<file path="config.mk">
export PLATFORM = sky130hd
export DESIGN_NAME = operand_router
export DESIGN_NICKNAME = d
export VERILOG_FILES = /design/src/rtl/router_pkg.sv /design/src/rtl/result_latch_bank.sv /design/src/rtl/slow_preselect.sv /design/src/rtl/fast_final_mux.sv /design/src/rtl/operand_router.sv
export SDC_FILE = /design/constraint.sdc
export NUM_CORES = 1
export LEC_CHECK = 0
export ABC_CLOCK_PERIOD_IN_PS = 3100
export BUFFER_PORTS_ARGS = -buffer_cell sky130_fd_sc_hd__buf_4
export CAP_MARGIN = 20
export CORE_UTILIZATION = 55
export CTS_CLUSTER_SIZE = 12
export DETAILED_ROUTE_END_ITERATION = 16
export PLACE_DENSITY = 0.75
export SYNTH_ARGS = -nofsm -noshare
export SYNTH_HDL_FRONTEND = slang
export SYNTH_HIERARCHICAL = 1
export SYNTH_SLANG_ARGS = --single-unit
</file>
<file path="constraint.sdc">
create_clock -name clk -period 3.1 [get_ports clk]
set_clock_uncertainty 0.2 [all_clocks]
set_input_delay 0.62 -clock clk [delete_from_list [all_inputs] [get_ports clk]]
set_output_delay 0.62 -clock clk [all_outputs]
set_load 0.01 [all_outputs]
</file>
<file path="src/rtl/router_pkg.sv">
package router_pkg;

    // Final code: fast indices, one slow slot, and room for an all-ones "undriven" value.
    function automatic int final_code_width(int n_fast);
        return $clog2(n_fast + 2);
    endfunction

    function automatic int pre_code_width(int n_slow);
        return (n_slow < 2) ? 1 : $clog2(n_slow);
    endfunction

endpackage

</file>
<file path="src/rtl/result_latch_bank.sv">
module result_latch_bank #(
    parameter int DATA_W = 32,
    parameter int COUNT  = 4
) (
    input  logic                    clk,
    input  logic                    rst_n,
    input  logic [COUNT-1:0]        wen,
    input  logic [COUNT*DATA_W-1:0] wdata,
    output logic [COUNT*DATA_W-1:0] q
);

    typedef struct packed {
        logic [COUNT*DATA_W-1:0] val;
    } bank_t;

    bank_t s_d, s_q;

    always_comb begin
        s_d = s_q;
        for (int i = 0; i < COUNT; i++) begin
            if (wen[i]) begin
                s_d.val[i*DATA_W +: DATA_W] = wdata[i*DATA_W +: DATA_W];
            end
        end
    end

    always_ff @(posedge clk) begin
        if (!rst_n) begin
            s_q <= '0;
        end else begin
            s_q <= s_d;
        end
    end

    assign q = s_q.val;

    for (genvar i = 0; i < COUNT; i++) begin : g_chk
        assert_latch_hold_R2: assert property (@(posedge clk) disable iff (!rst_n)
            !wen[i] |=> $stable(q[i*DATA_W +: DATA_W]))
            else $error("latch %0d changed without write", i);
        assert_latch_capture_R2: assert property (@(posedge clk) disable iff (!rst_n)
            wen[i] |=> q[i*DATA_W +: DATA_W] == $past(wdata[i*DATA_W +: DATA_W]))
            else $error("latch %0d missed its write", i);
    end

endmodule

</file>
<file path="src/rtl/slow_preselect.sv">
module slow_preselect #(
    parameter int DATA_W  = 32,
    parameter int N_SLOW  = 6,
    parameter int N_PORTS = 3,
    parameter int SSEL_W  = 3
) (
    input  logic                      clk,
    input  logic                      rst_n,
    input  logic [N_SLOW*DATA_W-1:0]  src,
    input  logic [N_PORTS*SSEL_W-1:0] code,
    output logic [N_PORTS*DATA_W-1:0] pre
);

    typedef struct packed {
        logic [N_PORTS*DATA_W-1:0] val;
    } pre_t;

    pre_t s_d, s_q;

    always_comb begin
        s_d = '0;
        for (int p = 0; p < N_PORTS; p++) begin
            for (int s = 0; s < N_SLOW; s++) begin
                if (code[p*SSEL_W +: SSEL_W] == SSEL_W'(s)) begin
                    s_d.val[p*DATA_W +: DATA_W] = src[s*DATA_W +: DATA_W];
                end
            end
        end
    end

    always_ff @(posedge clk) begin
        if (!rst_n) begin
            s_q <= '0;
        end else begin
            s_q <= s_d;
        end
    end

    assign pre = s_q.val;

    localparam logic [SSEL_W:0] SLOW_LIM = (SSEL_W + 1)'(N_SLOW);

    for (genvar p = 0; p < N_PORTS; p++) begin : g_port
        assert_pre_oob_zero_R6: assert property (@(posedge clk) disable iff (!rst_n)
            ({1'b0, code[p*SSEL_W +: SSEL_W]} >= SLOW_LIM) |=> pre[p*DATA_W +: DATA_W] == '0)
            else $error("port %0d out-of-range preselect not zero", p);
        for (genvar s = 0; s < N_SLOW; s++) begin : g_src
            assert_pre_capture_R4: assert property (@(posedge clk) disable iff (!rst_n)
                (code[p*SSEL_W +: SSEL_W] == SSEL_W'(s))
                |=> pre[p*DATA_W +: DATA_W] == $past(src[s*DATA_W +: DATA_W]))
                else $error("port %0d preselect of slow %0d wrong", p, s);
        end
    end

endmodule

</file>
<file path="src/rtl/fast_final_mux.sv">
module fast_final_mux #(
    parameter int DATA_W  = 32,
    parameter int N_FAST  = 4,
    parameter int N_PORTS = 3,
    parameter int FSEL_W  = 3
) (
    input  logic                      clk,
    input  logic                      rst_n,
    input  logic [N_FAST*DATA_W-1:0]  fast_src,
    input  logic [N_PORTS*DATA_W-1:0] pre,
    input  logic [N_PORTS*FSEL_W-1:0] code,
    output logic [N_PORTS*DATA_W-1:0] data,
    output logic [N_PORTS-1:0]        vld
);

    localparam logic [FSEL_W-1:0] SLOW_CODE = FSEL_W'(N_FAST);

    typedef struct packed {
        logic [N_PORTS*DATA_W-1:0] data;
        logic [N_PORTS-1:0]        vld;
    } out_t;

    out_t s_d, s_q;

    always_comb begin
        s_d = '0;
        for (int p = 0; p < N_PORTS; p++) begin
            for (int f = 0; f < N_FAST; f++) begin
                if (code[p*FSEL_W +: FSEL_W] == FSEL_W'(f)) begin
                    s_d.data[p*DATA_W +: DATA_W] = fast_src[f*DATA_W +: DATA_W];
                    s_d.vld[p]                   = 1'b1;
                end
            end
            if (code[p*FSEL_W +: FSEL_W] == SLOW_CODE) begin
                s_d.data[p*DATA_W +: DATA_W] = pre[p*DATA_W +: DATA_W];
                s_d.vld[p]                   = 1'b1;
            end
        end
    end

    always_ff @(posedge clk) begin
        if (!rst_n) begin
            s_q <= '0;
        end else begin
            s_q <= s_d;
        end
    end

    assign data = s_q.data;
    assign vld  = s_q.vld;

    for (genvar p = 0; p < N_PORTS; p++) begin : g_port
        assert_undriven_R5: assert property (@(posedge clk) disable iff (!rst_n)
            (code[p*FSEL_W +: FSEL_W] > SLOW_CODE)
            |=> (!vld[p] && data[p*DATA_W +: DATA_W] == '0))
            else $error("port %0d driven on undriven code", p);
        assert_slow_handoff_R4: assert property (@(posedge clk) disable iff (!rst_n)
            (code[p*FSEL_W +: FSEL_W] == SLOW_CODE)
            |=> (vld[p] && data[p*DATA_W +: DATA_W] == $past(pre[p*DATA_W +: DATA_W])))
            else $error("port %0d slow handoff wrong", p);
        for (genvar f = 0; f < N_FAST; f++) begin : g_src
            assert_fast_route_R3: assert property (@(posedge clk) disable iff (!rst_n)
                (code[p*FSEL_W +: FSEL_W] == FSEL_W'(f))
                |=> (vld[p] && data[p*DATA_W +: DATA_W] == $past(fast_src[f*DATA_W +: DATA_W])))
                else $error("port %0d fast route of %0d wrong", p, f);
        end
    end

endmodule

</file>
<file path="src/rtl/operand_router.sv">
module operand_router
    import router_pkg::*;
#(
    parameter int  DATA_W  = 32,
    parameter int  N_FAST  = 4,
    parameter int  N_SLOW  = 6,
    parameter int  N_PORTS = 3,
    localparam int FSEL_W  = final_code_width(N_FAST),
    localparam int SSEL_W  = pre_code_width(N_SLOW)
) (
    input  logic                      clk,
    input  logic                      rst_n,
    input  logic [N_FAST-1:0]         fast_wen,
    input  logic [N_FAST*DATA_W-1:0]  fast_wdata,
    input  logic [N_SLOW-1:0]         slow_wen,
    input  logic [N_SLOW*DATA_W-1:0]  slow_wdata,
    input  logic [N_PORTS*SSEL_W-1:0] pre_code,
    input  logic [N_PORTS*FSEL_W-1:0] final_code,
    output logic [N_PORTS*DATA_W-1:0] opnd_data,
    output logic [N_PORTS-1:0]        opnd_vld
);

    logic [N_FAST*DATA_W-1:0]  fast_q;
    logic [N_SLOW*DATA_W-1:0]  slow_q;
    logic [N_PORTS*DATA_W-1:0] pre_q;

    result_latch_bank #(.DATA_W(DATA_W), .COUNT(N_FAST)) i_fast_bank (
        .clk   (clk),
        .rst_n (rst_n),
        .wen   (fast_wen),
        .wdata (fast_wdata),
        .q     (fast_q)
    );

    result_latch_bank #(.DATA_W(DATA_W), .COUNT(N_SLOW)) i_slow_bank (
        .clk   (clk),
        .rst_n (rst_n),
        .wen   (slow_wen),
        .wdata (slow_wdata),
        .q     (slow_q)
    );

    slow_preselect #(
        .DATA_W (DATA_W),
        .N_SLOW (N_SLOW),
        .N_PORTS(N_PORTS),
        .SSEL_W (SSEL_W)
    ) i_preselect (
        .clk   (clk),
        .rst_n (rst_n),
        .src   (slow_q),
        .code  (pre_code),
        .pre   (pre_q)
    );

    fast_final_mux #(
        .DATA_W (DATA_W),
        .N_FAST (N_FAST),
        .N_PORTS(N_PORTS),
        .FSEL_W (FSEL_W)
    ) i_final (
        .clk      (clk),
        .rst_n    (rst_n),
        .fast_src (fast_q),
        .pre      (pre_q),
        .code     (final_code),
        .data     (opnd_data),
        .vld      (opnd_vld)
    );

endmodule

</file>
After elaboration in Yosys (flattened, before gate mapping)
Cells that the tools add are included.

Register bits after elaboration: 515. Input port bits: 350. Output and inout port bits: 99. Word-level logic and storage cells: 94.

Eq/ne operators: 27. Muxes and demuxes: 48. Reduce and logical (&&, ||, !) cells: 6.

Operators by type and width (number): 32-bit 2-to-1 mux (33); 3-bit by 2-bit equality test with 1-bit output, second input constant (12); 3-bit equality test, second input constant (9); 3-bit by 1-bit equality test with 1-bit output, second input constant (6); 3-bit zero test (6); 1-bit 2-to-1 mux (15).

Longest topological paths before layout
Word-level depth: 7. Gate-level depth with buffers: 6. Depth with buffers taken out: 3.

Cells and area by module
Netlist, hierarchy kept.

Modules (own cells, without submodules): result_latch_bank (i_slow_bank) (times used 1, cells an instance 621, area each 7503.4 um^2, sequential area each 3843.7 um^2); slow_preselect (times used 1, cells an instance 769, area each 6941.7 um^2, sequential area each 1921.8 um^2); fast_final_mux (times used 1, cells an instance 764, area each 5853.1 um^2, sequential area each 1981.9 um^2); result_latch_bank (i_fast_bank) (times used 1, cells an instance 414, area each 4999.8 um^2, sequential area each 2562.5 um^2).

Worst setup path after synthesis
Ideal clock, no wire load.

Path type: input to register. From: in pre_code[0]. To: reg i_preselect.s_q (netlist bit i_preselect/pre[24]). Library setup time: 122 ps. Arrival time: 1552 ps. Data required time: 2778 ps. Setup slack: 1227 ps. Stages: 6. Buffers on the path: 3. Cell sequence: buf_2 -> buf_6 -> buf_6 -> mux2_4 -> a22oi_1 -> a21oi_1.

Longest elaborated chain between the ends: 7. Elaborated cells on any way between the ends: 12. Classes of those cells: eq/ne (5); mux (6); reduce/logical (1).

RTL lines: from (decl) (line operand_router.sv:17) `input logic [N_PORTS*SSEL_W-1:0] pre_code,`; 3-bit zero test (line slow_preselect.sv:24) `if (code[p*SSEL_W +: SSEL_W] == SSEL_W'(s)) begin`; 32-bit 2-to-1 mux (5 in series) (line slow_preselect.sv:24); 32-bit 2-to-1 mux (*) (line slow_preselect.sv:24); to (signal assigned) (line slow_preselect.sv:33) `s_q <= '0;`; to (signal assigned) (line slow_preselect.sv:35) `s_q <= s_d;`; to (decl) (line slow_preselect.sv:18) `pre_t s_d, s_q;`.

Every way passes the cells marked *; elsewhere a longest branch is shown, timed or not. A chain may end at the register's enable or synchronous reset.

Final worst setup path
From: reg i_final.s_q (netlist bit i_final/data[33]). To: out opnd_data[33].

RTL lines: from (decl) (line fast_final_mux.sv:23) `out_t s_d, s_q;`; from (signal assigned) (line fast_final_mux.sv:43) `s_q <= '0;`; from (signal assigned) (line fast_final_mux.sv:45) `s_q <= s_d;`; to (decl) (line operand_router.sv:19) `output logic [N_PORTS*DATA_W-1:0] opnd_data,`.

No word-level cell between the ends.

==> run_results.csv <==
group,metric,value,unit
run_status,outcome,"completed",
setup_path,ff2ff_path_depth,3,
min_path,holdPathStages,3,
layout,post_route_cells_drive_above_1_share,26.9,%
clock_network,cts_root_buf,"clkbuf_16",
layout,syn2layout_area_growth,18.1,%
clock_network,cts_setup_buffers,0,
placed_design,dp_slack,0.566,ns
setup_path,reg2reg_slack,1.62,ns
clock_network,clockBufferDepth,3,
setup_path,slowest_stage,"dfxtp_1",
yosys,syn_nets,2918,
die,die-area,46900,µm²
sta,relSlewSlack,46.1,%
yosys,synth.distinct_cells,32,
sta,slew_viol_final,0,
yosys,ys_ff_latch,515,
clock_network,cts-htree-levels,2,
global_route,grt.total_usage,36.6,%
layout,diodes,0,
yosys,yosysTopAreaCell,"dfxtp_1",
clock_network,clk-insertion-delay-late,0.61,ns
sta,clock.fmax,0.488,GHz
yosys,ys_seq_area_share,40.8,%
min_path,worstHoldStart,"slow_wdata[97]",
setup_path,worstPathArrival,1.23,ns
setup_path,cp_cell_sequence,"buf_4",
sta,setup_viol,0,
setup_path,slowest_delay,0.45,ns
global_route,grt_pass1_wl,130000,µm
yosys,yosysWarnings,6,
pwr,ir_worst_vdd,0.441,mV
sta,max_slew.worst_pin.slew,0.808,ns
setup_path,worstReg2RegEnd,"i_preselect/pre[2]",
sta,postLayoutSetupSlackWorst,1.05,ns
yosys,syn-instance-count,2568,
detailed_routing,first_pass_iters,7,
clock_network,clkTransAtPathRegs,0.06,ns
setup_path,worstPathMaxFanout,1,
pwr,finalPower,15.9,mW
sta,rsz0062_at_grt,"false",
detailed_routing,drt_iter0_drc,2666,
die,core_area,45400,µm²
min_path,hp-class,"in -> reg",
global_route,grt_pass1_vias,20000,
yosys,netlist_area,25300,µm²
min_path,hold_end,"i_slow_bank/q[97]",
global_route,grt_overflow,0,
layout,mostFrequentLayoutCell,"dfxtp_1",
layout,layout_common_cells,"dfxtp_1, buf_4, mux2i_1",
layout,finish.utilization,65.8,%
die,num_io_pins,449,
layout,layout.nets,3249,
placed_design,place.port_buffers,448,
placed_design,hpwlAfterDp,64300,µm
pwr,p_leak,12.8,nW
setup_path,critPathCaptureType,"primary output",
detailed_routing,wl_per_cell,25.0,µm
detailed_routing,drc,0,
flow_run,cap_violations,0,
setup_path,path_class,"reg -> out",
setup_path,worst-path-buf-inv,1,
detailed_routing,detail-route-antenna-nets,0,
sta,min_period,2.05,ns
pwr,p_per_area,533,nW/µm²
yosys,synth_area_leaders,"dfxtp_1, mux2i_1, nor2b_1",
die,die_height,216,µm
placed_design,gp_congestion,0.921,
global_route,grt_max_degree,91,
yosys,syn_avg_cell_area,9.85,µm²
clock_network,cts_resized,0,
sta,timing.final.crit_share,66.1,%
detailed_routing,vias,21200,
setup_path,crit_required,2.28,ns
global_route,antenna_found_initial,0,
detailed_routing,routed_via_density,6.01,
die,initial_core_util,55.7,%
setup_path,r2r-start,"i_slow_bank/q[34]",
die,fp-row-count,78,
sta,hold_viol,0,
sta,setup_tns,0,ns
clock_network,clkSinkCount,515,
detailed_routing,wirelength,88400,µm
sta,hold-worst-slack,0.0632,ns
setup_path,crit_family,"flip-flops",
clock_network,ctsHoldBuffers,0,
yosys,synth_top_area_share,40.8,%
setup_path,startpoint_type,"flop",
clock_network,cts_made_buffers,54,
clock_network,cts_tree,"done",
die,die_w,216,µm
worst max-delay path by stage:
stage	endpoint	slack (ns)	startpoint	cells past startpoint
after floorplan	i_preselect/pre[24]	1.23	pre_code[0]	6
after global placement	i_preselect/pre[23]	0.58	pre_code[0]	5
after detailed placement	i_preselect/pre[82]	0.57	pre_code[6]	3
after CTS	opnd_data[33]	1.03	i_final/data[33]	1
after global routing	opnd_data[33]	1.04	i_final/data[33]	1
final	opnd_data[33]	1.05	i_final/data[33]	1
state kept, by name (all words and copies together), names as in the netlist:
signal           flops
i_preselect/pre     96
i_slow_bank/q      192
i_final/data        96
i_fast_bank/q      128
i_final/vld          3
per-stage QoR:
stage,instances,cell area (µm²)
floorplan,2568,25300
global placement,3443,28200
detailed placement,3443,28200
CTS,3535,29900
global route,3535,29900
finish,3535,29900
logic make-up after synthesis:
group,synth area share (%)
AOI/OAI and AO/OA,13.1
buffers and inverters,6.84
DFF,40.8
muxes,25.8
and+or+nand+nor,13.5
routing by layer:
layer	share of wire (%)	vias to the layer above	routed length, µm	GRT usage [%]
li1	-	9748	-	-
met1	45	10200	40100	54.1
met2	42	1181	37500	54.0
met3	9.4	151	8280	6.13
met4	2.9	0	2570	11.3
met5	0	-	0	0
report_power, final:
| part | switching [mW] | internal, mW |
|---|---|---|
| clock | 2.66 | 3.53 |
| sequential | 0.423 | 7.00 |
| combinational | 1.17 | 1.13 |
tightest hold or removal path, stage by stage:
cell and delay [ns]:
buf_4 0.07, mux2i_1 0.05, nor2b_1 0.09
cell usage after synthesis:
master      n
and3_1     11
a22oi_1    36
or3b_4      3
and2_1      3
clkbuf_1   57
clkbuf_4    1
buf_4      12
nand3b_4    1
mux2i_1   473
a31oi_1    96
or2_1       2
o221a_2    40
buf_12     30
o22ai_1    49
mux2_2    153
o221a_1    20
clkbuf_2    1
dfxtp_1   515
nand2b_1    4
buf_6      28
and2b_1     1
buf_2      98
nor3b_2     3
nand3b_2    2
mux2_4      4
nand2_1   192
nor2b_1   324
o21ai_1    93
inv_1       2
a21oi_1    36
o21ai_0   163
nor2_1    115
final cells by class:
class | count | area (µm²)
Multi-Input combinational cell | 1824 | 13300
Tap cell | 600 | 751
Timing Repair Buffer | 502 | 3860
Clock inverter | 13 | 125
Inverter | 2 | 7.51
Sequential cell | 515 | 10300
Clock buffer | 79 | 1520
Fill cell | 3630 | 15500
Power figures use the tool's default switching activity.
